## config.mk

```make
export PLATFORM = sky130hd
export DESIGN_NAME = sys_ctrl_regs
export DESIGN_NICKNAME = d
export VERILOG_FILES = /design/src/rtl/sysctl_pkg.sv /design/src/rtl/sysctl_decode.sv /design/src/rtl/sysctl_datapath.sv /design/src/rtl/sys_ctrl_regs.sv
export SDC_FILE = /design/constraint.sdc
export NUM_CORES = 1
export LEC_CHECK = 0
export ABC_AREA = 1
export BUFFER_PORTS_ARGS = -buffer_cell sky130_fd_sc_hd__buf_2
export CORE_MARGIN = 2
export CORE_UTILIZATION = 28
export CTS_BUF_LIST = sky130_fd_sc_hd__clkbuf_4 sky130_fd_sc_hd__clkbuf_8
export DETAILED_ROUTE_END_ITERATION = 7
export PLACE_DENSITY = 0.53
export SLEW_MARGIN = 5
export SYNTH_ARGS = -nofsm -noshare
export SYNTH_HDL_FRONTEND = slang
export SYNTH_SLANG_ARGS = --single-unit
export TNS_END_PERCENT = 100
```

## constraint.sdc

```tcl
create_clock -name clk -period 2.5 [get_ports clk]
set_input_delay 0.25 -clock clk [delete_from_list [all_inputs] [get_ports clk]]
set_output_delay 0.25 -clock clk [all_outputs]
set_load 0.1 [all_outputs]
```

## src/rtl/sysctl_pkg.sv

```systemverilog
package sysctl_pkg;

  localparam int DATA_W = 8;

  // read source; order matches the decoder's port table (index + 1)
  typedef enum logic [2:0] {
    SEL_NONE    = 3'd0,
    SEL_CTRL    = 3'd1,
    SEL_ROMIO   = 3'd2,
    SEL_MODE    = 3'd3,
    SEL_MAP     = 3'd4,
    SEL_MASK    = 3'd5,
    SEL_NMISTAT = 3'd6,
    SEL_GLYPH   = 3'd7
  } rdSel_e;

  typedef struct packed {
    logic   wrCtrl;
    logic   wrRomIo;
    logic   wrMode;
    logic   wrMap;
    logic   wrMask;
    logic   wrGlyph;
    logic   rdCtrl;
    logic   rdActive;
    rdSel_e rdSel;
  } regStrobe_t;

endpackage

```

## src/rtl/sysctl_decode.sv

```systemverilog
module sysctl_decode
  import sysctl_pkg::*;
#(
  parameter int ADDR_W = 16,
  parameter logic [ADDR_W-1:0] CTRL_PORT    = 16'h0020,
  parameter logic [ADDR_W-1:0] ROMIO_PORT   = 16'h0032,
  parameter logic [ADDR_W-1:0] MODE_PORT    = 16'h0404,
  parameter logic [ADDR_W-1:0] MAP_PORT     = 16'h0480,
  parameter logic [ADDR_W-1:0] MASK_PORT    = 16'h05C0,
  parameter logic [ADDR_W-1:0] NMISTAT_PORT = 16'h05C2,
  parameter logic [ADDR_W-1:0] GLYPH_PORT   = 16'hFF99
) (
  input  logic [ADDR_W-1:0] portAddr,
  input  logic              portWr,
  input  logic              portRd,
  output regStrobe_t        strobe
);

  localparam int NUM_PORTS = 7;
  localparam logic [ADDR_W-1:0] PORT_TAB [NUM_PORTS] = '{
    CTRL_PORT, ROMIO_PORT, MODE_PORT, MAP_PORT, MASK_PORT, NMISTAT_PORT, GLYPH_PORT
  };

  logic [NUM_PORTS-1:0] hit;

  genvar g;
  generate
    for (g = 0; g < NUM_PORTS; g++) begin : g_match
      assign hit[g] = (portAddr == PORT_TAB[g]);
    end
  endgenerate

  always_comb begin
    strobe          = '0;
    strobe.rdSel    = SEL_NONE;
    for (int i = 0; i < NUM_PORTS; i++) begin
      if (hit[i]) strobe.rdSel = rdSel_e'(3'(i + 1));
    end
    strobe.rdActive = portRd;
    strobe.rdCtrl   = portRd & hit[0];
    strobe.wrCtrl   = portWr & hit[0];
    strobe.wrRomIo  = portWr & hit[1];
    strobe.wrMode   = portWr & hit[2];
    strobe.wrMap    = portWr & hit[3];
    strobe.wrMask   = portWr & hit[4];
    strobe.wrGlyph  = portWr & hit[6];
  end

endmodule

```

## src/rtl/sysctl_datapath.sv

```systemverilog
module sysctl_datapath
  import sysctl_pkg::*;
(
  input  logic              clk,
  input  logic              rstN,
  input  regStrobe_t        strobe,
  input  logic [DATA_W-1:0] wrData,
  input  logic              extNmiIn,
  input  logic              cpuResetNotify,
  input  logic              romDataIn,
  output logic [DATA_W-1:0] rdData,
  output logic              nmiVecProtect,
  output logic              powerOffReq,
  output logic              vramMode,
  output logic              dictSel,
  output logic              romSel,
  output logic              glyphEn,
  output logic              romCs,
  output logic              romClk,
  output logic              romRst,
  output logic              nmiOut
);

  logic swResetFlag, hwResetFlag, poffStatus;
  logic romCsBit;
  logic nmiMasked, nmiLevel;
  logic [DATA_W-1:0] muxData;

  // cause flags and power control; notification has the last word
  always_ff @(posedge clk or negedge rstN) begin
    if (!rstN) begin
      swResetFlag   <= 1'b0;
      hwResetFlag   <= 1'b0;
      poffStatus    <= 1'b0;
      nmiVecProtect <= 1'b0;
      powerOffReq   <= 1'b0;
    end else begin
      powerOffReq <= strobe.wrCtrl & wrData[6];
      if (strobe.wrCtrl) begin
        nmiVecProtect <= wrData[7];
        swResetFlag   <= wrData[0];
        poffStatus    <= wrData[6];
      end else if (strobe.rdCtrl) begin
        swResetFlag <= 1'b0;
      end
      if (strobe.rdCtrl) hwResetFlag <= 1'b0;
      if (cpuResetNotify) begin
        hwResetFlag   <= 1'b1;
        nmiVecProtect <= 1'b0;
      end
    end
  end

  // mapping and mode bits
  always_ff @(posedge clk or negedge rstN) begin
    if (!rstN) begin
      vramMode <= 1'b0;
      dictSel  <= 1'b0;
      romSel   <= 1'b1;
      glyphEn  <= 1'b0;
    end else begin
      if (strobe.wrMode)  vramMode <= ~wrData[7];
      if (strobe.wrMap) begin
        dictSel <= wrData[0];
        romSel  <= ~wrData[1];
      end
      if (strobe.wrGlyph) glyphEn <= wrData[0];
      if (cpuResetNotify) begin
        dictSel <= 1'b0;
        romSel  <= 1'b1;
        glyphEn <= 1'b0;
      end
    end
  end

  // serial ROM pins
  always_ff @(posedge clk or negedge rstN) begin
    if (!rstN) begin
      romCsBit <= 1'b0;
      romClk   <= 1'b0;
      romRst   <= 1'b0;
    end else if (strobe.wrRomIo) begin
      romCsBit <= wrData[5];
      romClk   <= wrData[6];
      romRst   <= wrData[7];
    end
  end
  assign romCs = ~romCsBit;

  // extra NMI gate
  always_ff @(posedge clk or negedge rstN) begin
    if (!rstN) begin
      nmiMasked <= 1'b1;
      nmiLevel  <= 1'b0;
    end else begin
      nmiLevel <= extNmiIn;
      if (strobe.wrMask) nmiMasked <= ~wrData[3];
    end
  end
  assign nmiOut = nmiLevel & ~nmiMasked;

  // read mux
  always_comb begin
    unique case (strobe.rdSel)
      SEL_CTRL:    muxData = {5'b0, poffStatus, hwResetFlag, swResetFlag};
      SEL_ROMIO:   muxData = {romRst, romClk, 5'b0, romDataIn};
      SEL_MODE:    muxData = vramMode ? 8'h00 : 8'h80;
      SEL_MAP:     muxData = {6'b0, ~romSel, dictSel};
      SEL_MASK:    muxData = nmiMasked ? 8'h00 : 8'h08;
      SEL_NMISTAT: muxData = nmiLevel ? 8'h08 : 8'h00;
      SEL_GLYPH:   muxData = {7'b0, glyphEn};
      default:     muxData = 8'hFF;
    endcase
  end
  assign rdData = strobe.rdActive ? muxData : '0;

endmodule

```

## src/rtl/sys_ctrl_regs.sv

```systemverilog
module sys_ctrl_regs
  import sysctl_pkg::*;
#(
  parameter int ADDR_W = 16,
  parameter logic [ADDR_W-1:0] CTRL_PORT    = 16'h0020,
  parameter logic [ADDR_W-1:0] ROMIO_PORT   = 16'h0032,
  parameter logic [ADDR_W-1:0] MODE_PORT    = 16'h0404,
  parameter logic [ADDR_W-1:0] MAP_PORT     = 16'h0480,
  parameter logic [ADDR_W-1:0] MASK_PORT    = 16'h05C0,
  parameter logic [ADDR_W-1:0] NMISTAT_PORT = 16'h05C2,
  parameter logic [ADDR_W-1:0] GLYPH_PORT   = 16'hFF99
) (
  input  logic              clk,
  input  logic              rstN,
  input  logic [ADDR_W-1:0] portAddr,
  input  logic [7:0]        portWrData,
  input  logic              portWr,
  input  logic              portRd,
  output logic [7:0]        portRdData,
  input  logic              extNmiIn,
  input  logic              cpuResetNotify,
  input  logic              romDataIn,
  output logic              nmiVecProtect,
  output logic              powerOffReq,
  output logic              vramMode,
  output logic              dictSel,
  output logic              romSel,
  output logic              glyphEn,
  output logic              romCs,
  output logic              romClk,
  output logic              romRst,
  output logic              nmiOut
);

  regStrobe_t strobe;

  sysctl_decode #(
    .ADDR_W(ADDR_W), .CTRL_PORT(CTRL_PORT), .ROMIO_PORT(ROMIO_PORT),
    .MODE_PORT(MODE_PORT), .MAP_PORT(MAP_PORT), .MASK_PORT(MASK_PORT),
    .NMISTAT_PORT(NMISTAT_PORT), .GLYPH_PORT(GLYPH_PORT)
  ) i_decode (
    .portAddr(portAddr),
    .portWr  (portWr),
    .portRd  (portRd),
    .strobe  (strobe)
  );

  sysctl_datapath i_datapath (
    .clk           (clk),
    .rstN          (rstN),
    .strobe        (strobe),
    .wrData        (portWrData),
    .extNmiIn      (extNmiIn),
    .cpuResetNotify(cpuResetNotify),
    .romDataIn     (romDataIn),
    .rdData        (portRdData),
    .nmiVecProtect (nmiVecProtect),
    .powerOffReq   (powerOffReq),
    .vramMode      (vramMode),
    .dictSel       (dictSel),
    .romSel        (romSel),
    .glyphEn       (glyphEn),
    .romCs         (romCs),
    .romClk        (romClk),
    .romRst        (romRst),
    .nmiOut        (nmiOut)
  );

endmodule

```

==> metrics, run 1 <==
Crit-path slowest cell=buf_2; met2 WL=1170 um; Post-DP HPWL=2230 um; RSZ-0062 raised after global routing=no; Final period util=0.769; Worst Hold Depth=1; clk slew on worst S/H paths=0.05 ns; Mapped Area=approximately 0.0011 sq mm; drt via density=between 4 and 5; first-pass GRT wire length=4500 um; Num CTS Buffers=3; Fmax=around 0.52 GHz; Async SR Flop Fraction=1.00; FILL cells=between 400 and 500; I/O Pins=49; Cell Area, Placed=0.00137 sq mm; Detail Route Antenna Nets=0; CTS Buffer Depth=2; LEAKAGE=roughly 0.77 nW; r2r worst-path depth=2; area of the core=around 0.0037 sq mm; Top Layer Used=met4; CP required=2.25 ns; EDFF count, synth=0; cell area after layout=~0.0014 sq mm; maximum capacitance violations=0; critical path type=in -> out; worst setup path start=portAddr[15]; Mapped Nets=around 190; slowest stage delay, CP=around 0.43 ns; Placed Cells=250; arrival time of the worst setup path=roughly 1.7 ns; TNS Setup=0 ns; Synth area leaders=dfrtp_1 (28%), nand2_1 (14%), nor2_1 (7.4%), inv_1 (7.0%), nand3_1 (6.1%); crit-path cells=buf_2 > nor2_2 > nand2_4 > nor2_2 > nand2_1 > o21ai_1 > inv_1 > a21oi_2 > buf_2; Reg2Reg Setup Slack=approximately 1.8 ns; H-tree levels=1; later-pin clock latency in the skew report=approximately 0.24 ns; Final #Nets=between 200 and 250; PD cells=around 430 mW/mm^2; Cells after Synth=around 160; Slew HR=0.677; Cell Rows=22; Synthesis Warnings=0; count of cell types in the netlist=21; die height=between 60 and 70 um; CTS sink count=14; GR Overflow Total=0; fin crit period=1.92 ns; Die Wd=between 60 and 70 um; top cell type's share of synthesized area=0.281; status=complete, no violations; vias in the first global route=1,065; Post-Route WL=between 2000 and 3000 um; drt first-iter violations=29; max-slew violation count=0; initial antenna violation count=0; layout cell share with drive strength beyond 1=0.406; most numerous cell in the Yosys netlist=nand2_1; synthesized area per cell=between 6 and 7 sq um; startpoint type of the worst setup path=primary input; metal3 WL=roughly 130 um; Worst Hold End=i_datapath.nmiLevel$_DFF_PN0_; Max VDD drop=~0.00025 V; die area=0.00433 sq mm; area of the multi-input gates=639 sq um; Starting Density=0.292; Final Setup Violations=0; Worst Setup End Kind=output port; Worst-Margin Slew=~0.5 ns; Yosys reg bits=14; crit path max fanout=4; hold_sp=extNmiIn; DRC=0; TritonCTS clock tree=done; largest net degree at the start of global routing=15; Setup Fix Bufs, Post-CTS=0; skew final=0 ns; routed vias=1,092; final hold vios=0; ys flop type=dfrtp_1; synth cell count leaders=nand2_1 (40), nor2_1 (21), inv_1 (20), nand3_1 (13), dfrtp_1 (12); Antenna diodes=0; DRT Pass-1 Iters=4; Placer Congestion=0.716; clk root buf=clkbuf_8; area grow syn2layout=34.2%; Final Non-Filler Cells=between 200 and 300; register area=353 sq um; sequential area share after synthesis=0.330; input/output buffers=46; R2R Path Start=i_datapath.romSel$_DFFE_PN1P_; GRT Util Overall=0.132; Reg-to-Reg End=i_datapath.romSel$_DFFE_PN1P_; Yosys top cell by area=dfrtp_1; Worst Hold Class=in -> reg; DR WL/cell=between 10 and 15 um; M1 WL=1280 um
-- how the worst max path moves through the flow --
stage                                to  slack (ns)  cells after the start
after floorplan           portRdData[5]        0.17                      9
after global placement    portRdData[3]        0.57                      9
after detailed placement  portRdData[3]        0.57                      9
after CTS                 portRdData[3]        0.56                      9
after global routing      portRdData[3]        0.43                      9
final                     portRdData[3]        0.58                      9
-- layer usage --
layer	vias up	track usage
met5	-	0
met4	0	0.0469
met3	2	0.0119
met2	26	0.218
met1	473	0.178
li1	591	-
-- sequential cells by signal (all words and copies together) (netlist names) --
register                  flops
i_datapath.poffStatus         1
i_datapath.hwResetFlag        1
i_datapath.romSel             1
i_datapath.vramMode           1
i_datapath.romRst             1
i_datapath.dictSel            1
i_datapath.nmiVecProtect      1
i_datapath.swResetFlag        1
i_datapath.powerOffReq        1
i_datapath.romCsBit           1
i_datapath.nmiLevel           1
i_datapath.romClk             1
i_datapath.nmiMasked          1
i_datapath.glyphEn            1
-- cell families after synthesis --
| group | synth area share |
|---|---|
| simple gates | 0.472 |
| buf+inv | 0.0878 |
| compound gates | 0.110 |
| flops | 0.330 |
-- power breakdown --
group / total (W) / internal, W / switching [W]
registers: 0.000234 / 0.000231 / 0.00000276
clock network: 0.000219 / 0.000139 / 0.0000799
logic: 0.000158 / 0.0000360 / 0.000122
-- timing repair --
action                     4_1_cts  5_1_grt
hold buffers                     1        0
hold endpoints to repair        12        0
setup endpoints to repair        0        0
resized for setup                0        0
-- worst max-delay path, delay by kind of cell --
family	cells	cell delay [ns]
compound gates	2	0.28
simple gates	4	0.53
buf+inv	3	0.61
-- final cells by class --
| type | instances | area share |
|---|---|---|
| Tap cell | 48 | 0.0419 |
| Multi-Input combinational cell | 119 | 0.446 |
| Inverter | 23 | 0.0602 |
| Clock buffer | 4 | 0.0384 |
| Timing Repair Buffer | 47 | 0.168 |
| Sequential cell | 14 | 0.246 |
-- cell usage in the layout, fill, tap and decap left out --
master         instances
a21oi_1                1
a21oi_2                6
buf_2                 46
clkbuf_8               4
dfrtp_1               12
dfstp_2                2
dlygate4sd3_1          1
inv_1                 20
inv_2                  3
nand2_1               40
nand2_2                4
nand2_4                3
nand3_1               13
nand4_1                3
nor2_1                20
nor2_2                10
nor2_4                 5
nor2_8                 1
o211ai_1               1
o21a_1                 2
o21ai_0                2
o21ai_1                7
o31ai_1                1
-- through the flow --
| stage | worst slack [ns] | total power (W) | util | hold slack (ns) |
|---|---|---|---|---|
| floorplan | 0.169 | 0.000347 | - | -0.0456 |
| global placement | 0.570 | 0.000395 | 0.374 | 0.164 |
| detailed placement | 0.566 | 0.000395 | 0.374 | 0.163 |
| CTS | 0.563 | 0.000616 | 0.392 | 0.107 |
| global route | 0.432 | 0.000638 | 0.392 | 0.113 |
| finish | 0.578 | 0.000611 | 0.392 | 0.113 |
Power figures use the tool's default switching activity.
==> run 2: changes to the inputs <==
- ABC_AREA: 1 -> 0
- PLACE_DENSITY: 0.53 -> 0.54
- clock period: 2.5 -> 1.8 ns (I/O delays scaled with it)
==> metrics, run 2 <==
area of the core=around 0.0034 sq mm; synth cell count leaders=nand2_1 (13), dfrtp_1 (12), nand3_1 (6), nand4_1 (6), inv_1 (5); final worst slack=-0.342 ns; sequential area share after synthesis=0.349; H-tree levels=1; area grow syn2layout=82.7%; drt via density=between 5 and 6; Starting Density=0.298; crit path max fanout=7; register area=roughly 350 sq um; maximum capacitance violations=0; Mapped Area=0.00101 sq mm; CTS sink count=14; LEAKAGE=roughly 0.9 nW; hold_sp=portWrData[3]; input/output buffers=46; worst setup path start=portAddr[3]; arrival time of the worst setup path=around 2 ns; R2R Path Start=i_datapath.romRst$_DFFE_PN0P_; Detail Route Antenna Nets=0; commonest non-fill, non-tap cell in the layout=buf_2; CP required=1.62 ns; slowest stage delay, CP=between 0.5 and 0.6 ns; Fmax=roughly 0.47 GHz; synthesized area per cell=roughly 9.2 sq um; fin crit period=roughly 2.1 ns; failing checks=negative setup slack; largest net degree at the start of global routing=15; drt first-iter violations=42; crit-path cells=buf_6 > or4_4 > nor3_4 > buf_6 > buf_6 > a221oi_1 > o211ai_1 > a21boi_4 > buf_12; DRT Pass-1 Iters=4; PD cells=approximately 430 mW/mm^2; max-slew violation count=0; EDFF count, synth=0; clk root buf=clkbuf_4; first-pass GRT wire length=between 5000 and 6000 um; RSZ-0062 raised after global routing=yes; DRC=0; cell area after layout=about 0.0018 sq mm; GR Overflow Total=0; status=finished, violations left; Yosys top cell by area=dfrtp_1; Final #Nets=around 220; top cell type's share of synthesized area=0.297; startpoint type of the worst setup path=primary input; Post-Route WL=between 3000 and 4000 um; final hold vios=0; critical path type=in -> out; Antenna diodes=0; routed vias=1,202; Worst Setup End Kind=output port; vias in the first global route=1,262; die area=just over 0.004 sq mm; Synth area leaders=dfrtp_1 (30%), dfstp_2 (5.2%), nand2_1 (4.8%), nand4_1 (3.7%), mux2_2 (3.3%); initial antenna violation count=0; DR WL/cell=around 15 um; Crit-path slowest cell=or4_4; Buf/Inv on CP=4; Num CTS Buffers=3; Final Setup Violations=8; Most Frequent Cell on Critical Path=buf_6; delay-heaviest family, CP=simple AND/OR/NAND/NOR gates; TritonCTS clock tree=done; GRT Util Overall=0.180; I/O Pins=between 40 and 50; Post-DP HPWL=about 2800 um; clk slew on worst S/H paths=0.09 ns; FILL cells=341; count of cell types in the netlist=46; skew final=0 ns; Synthesis Warnings=0; die height=64.1 um; Cell Area, Placed=0.00166 sq mm; Die Wd=~64 um; Design Power=between 0.0008 and 0.0009 W; Async SR Flop Fraction=1.00; most numerous cell in the Yosys netlist=nand2_1; Slew HR=0.660; Worst-Margin Slew=0.510 ns; ys flop type=dfrtp_1; Yosys reg bits=14; area of the multi-input gates=~730 sq um; commonest non-fill, non-tap cells in the layout=buf_2 (35), buf_4 (33), dfrtp_1 (12), nand2_1 (11), buf_6 (7); TNS Setup=-2.39 ns; Cells after Synth=between 100 and 150; Mapped Nets=141; Final period util=1.19; final core occ=0.544; later-pin clock latency in the skew report=between 0.2 and 0.3 ns; CTS Buffer Depth=2; Max VDD drop=0.000425 V; Placer Congestion=0.779; Worst Hold Class=in -> reg; layout cell share with drive strength beyond 1=0.583; Cell Rows=21
[run 2: cell type report]
cell class,count,share of cell area
clock buffers,4,0.0197
inverters,5,0.0122
multi-input cells,86,0.398
flip-flops and latches,14,0.191
well taps,46,0.0312
repair buffers,83,0.348
[run 2: per-stage QoR]
stage / std cells / hold slack, ns / worst slack [ns]
after floorplan: 110 / -0.116 / -0.645
after global placement: 229 / 0.0970 / -0.439
after detailed placement: 229 / 0.107 / -0.462
after CTS: 238 / 0.0287 / -0.357
after global routing: 238 / 0.0260 / -0.404
final: 238 / 0.0317 / -0.342
[run 2: path summary, 6_finish.rpt]
check                                                endpoint  slack (ns)  depth (start not counted)
max in group asynchronous    i_datapath.nmiMasked$_DFFE_PN1P_        1.17                          2
max reg2reg                     i_datapath.romRst$_DFFE_PN0P_        1.01                          1
min                          i_datapath.nmiMasked$_DFFE_PN1P_        0.03                          2
max                                             portRdData[0]       -0.34                          9
min in group asynchronous   i_datapath.poffStatus$_DFFE_PN0P_        0.33                          2
min reg2reg                i_datapath.hwResetFlag$_DFFE_PN0P_        0.48                          1
[run 2: what timing repair did]
action	in CTS	in global routing
gates resized for setup	23	1
endpoints found under the setup margin	8	8
hold endpoints to repair	13	0
buffers inserted	3	0
pin swaps	9	3
hold buffers	2	0
[run 2: power breakdown]
| group | leakage [nW] | switching [W] | internal (W) | total, W |
|---|---|---|---|---|
| sequential | 0.181 | 0.00000101 | 0.000316 | 0.000317 |
| clock | 0.0210 | 0.000105 | 0.000123 | 0.000228 |
| combinational | 0.696 | 0.000147 | 0.000108 | 0.000255 |
[run 2: routing by layer]
metal	track usage	routed length, um	vias to the layer above
li1	-	-	591
met1	0.228	1550	576
met2	0.322	1770	33
met3	0.0211	161	2
met4	0.0489	23	0
met5	0	0	-
[run 2: logic make-up after synthesis]
logic type / count (synthesis) / synth area share
compound gates: 23 / 0.166
xor+xnor: 1 / 0.00868
buf+inv: 10 / 0.0446
flops: 14 / 0.349
mux: 5 / 0.0533
simple gates: 57 / 0.378
==> run 3: changes to the inputs <==
- BUFFER_PORTS_ARGS: -buffer_cell sky130_fd_sc_hd__buf_2 -> -buffer_cell sky130_fd_sc_hd__buf_4
==> metrics, run 3 (synthesis results as in run 2) <==
Max VDD drop=roughly 0.00028 V; CTS Buffer Depth=2; clk root buf=clkbuf_4; max-slew violation count=0; Fmax=0.455 GHz; GRT Util Overall=0.185; CTS sink count=14; final core occ=0.583; maximum capacitance violations=0; failing checks=negative setup slack; Final Setup Violations=8; drt first-iter violations=36; hold_sp=portWrData[3]; Final period util=1.22; PD cells=just over 400 mW/mm^2; RSZ-0062 raised after global routing=yes; LEAKAGE=between 0.9 and 1 nW; Cell Area, Placed=about 0.0017 sq mm; first-pass GRT wire length=between 6000 and 7000 um; area of the core=roughly 0.0034 sq mm; arrival time of the worst setup path=2.02 ns; skew final=0 ns; final hold vios=0; Worst Setup End Kind=output port; Placer Congestion=approximately 0.85; commonest non-fill, non-tap cell in the layout=buf_4; largest net degree at the start of global routing=15; Starting Density=0.298; Antenna diodes=0; die area=a little over 0.004 sq mm; final hold slack=0.0323 ns; DRC=0; critical path type=in -> out; fin crit period=~2.2 ns; I/O Pins=49; Num CTS Buffers=3; R2R Path Start=i_datapath.nmiMasked$_DFFE_PN1P_; Post-Route WL=about 3800 um; Worst-Margin Slew=0.469 ns; Cell Rows=21; vias in the first global route=~1,300; final worst slack=-0.398 ns; CP required=1.62 ns; crit path max fanout=4; Final #Nets=224; clk slew on worst S/H paths=approximately 0.080 ns; worst setup path start=portAddr[3]; die height=about 64 um; routed vias=about 1,200; DR WL/cell=between 15 and 20 um; dpl ws=-0.463 ns; TritonCTS clock tree=done; area grow syn2layout=95.7%; cell area after layout=0.00198 sq mm; Worst Hold Class=in -> reg; commonest non-fill, non-tap cells in the layout=buf_4 (66), dfrtp_1 (12), nand2_1 (10), buf_12 (8), buf_6 (7); Post-DP HPWL=roughly 2800 um; Die Wd=64.1 um; startpoint type of the worst setup path=primary input; input/output buffers=46; H-tree levels=1; DRT Pass-1 Iters=4; GR Overflow Total=0; drt via density=between 5 and 6; status=finished, violations left; layout cell share with drive strength beyond 1=0.599; Detail Route Antenna Nets=0; Slew HR=0.687; initial antenna violation count=0; later-pin clock latency in the skew report=roughly 0.27 ns
==> run 3: worst max-delay path: stages <==
cell and delay, ns:
buf_6 0.09, or4_4 0.61, nor4b_4 0.38, o21ai_2 0.15
nand4_1 0.22, clkinvlp_4 0.19, buf_12 0.19
==> run 3: final cells by class <==
cell class                 count  area (sq um)
sequential                    14           353
tap                           46          57.6
fill                         305          1410
timing repair buffer          83           754
clock buffer                   4          30.0
multi-input combinational     86           758
inverter                       5          22.5
==> run 3: worst paths after layout <==
kind                                                          end  slack, ns  depth (start not counted)
worst max-delay path                                portRdData[4]      -0.40                          7
worst min-delay path             i_datapath.nmiMasked$_DFFE_PN1P_       0.03                          2
worst min register to register  i_datapath.poffStatus$_DFFE_PN0P_       0.52                          1
worst max register to register   i_datapath.nmiMasked$_DFFE_PN1P_       1.00                          2
min in group asynchronous       i_datapath.poffStatus$_DFFE_PN0P_       0.28                          2
max in group asynchronous           i_datapath.romSel$_DFFE_PN1P_       1.26                          2
==> run 3: timing repair <==
item                                    4_1_cts  5_1_grt
gates resized for setup                      28       17
pin swaps                                     8        9
buffers inserted                              1        1
hold endpoints to repair                     14        1
endpoints found under the setup margin        8        8
hold buffers                                  1        1
==> run 3: metal layers <==
layer | global-route usage | share of wire | routed length [um] | vias up
li1 | - | - | - | 591
met1 | 0.230 | 0.43 | 1620 | 587
met2 | 0.331 | 0.51 | 1930 | 49
met3 | 0.0299 | 0.055 | 206 | 0
met4 | 0.0489 | 0 | 0 | 0
met5 | 0 | 0 | 0 | -
==> run 3: power by group <==
group / switching, W / leakage, nW / internal, W
clock network: 0.000109 / 0.0184 / 0.000101
logic: 0.000151 / 0.744 / 0.000133
registers: 0.00000104 / 0.181 / 0.000316
total: 0.000261 / 0.944 / 0.000549
==> run 3: metrics by stage <==
| step | cells | total power, W | TNS, ns |
|---|---|---|---|
| 4_1_cts | 236 | 0.000793 | -2.80 |
| 3_5_place_dp | 230 | 0.000560 | -4.88 |
| 3_3_place_gp | 230 | 0.000559 | -4.58 |
| 2_1_floorplan | 110 | 0.000444 | -3.46 |
| 6_report | 238 | 0.000810 | -2.97 |
| 5_1_grt | 238 | 0.000841 | -3.47 |
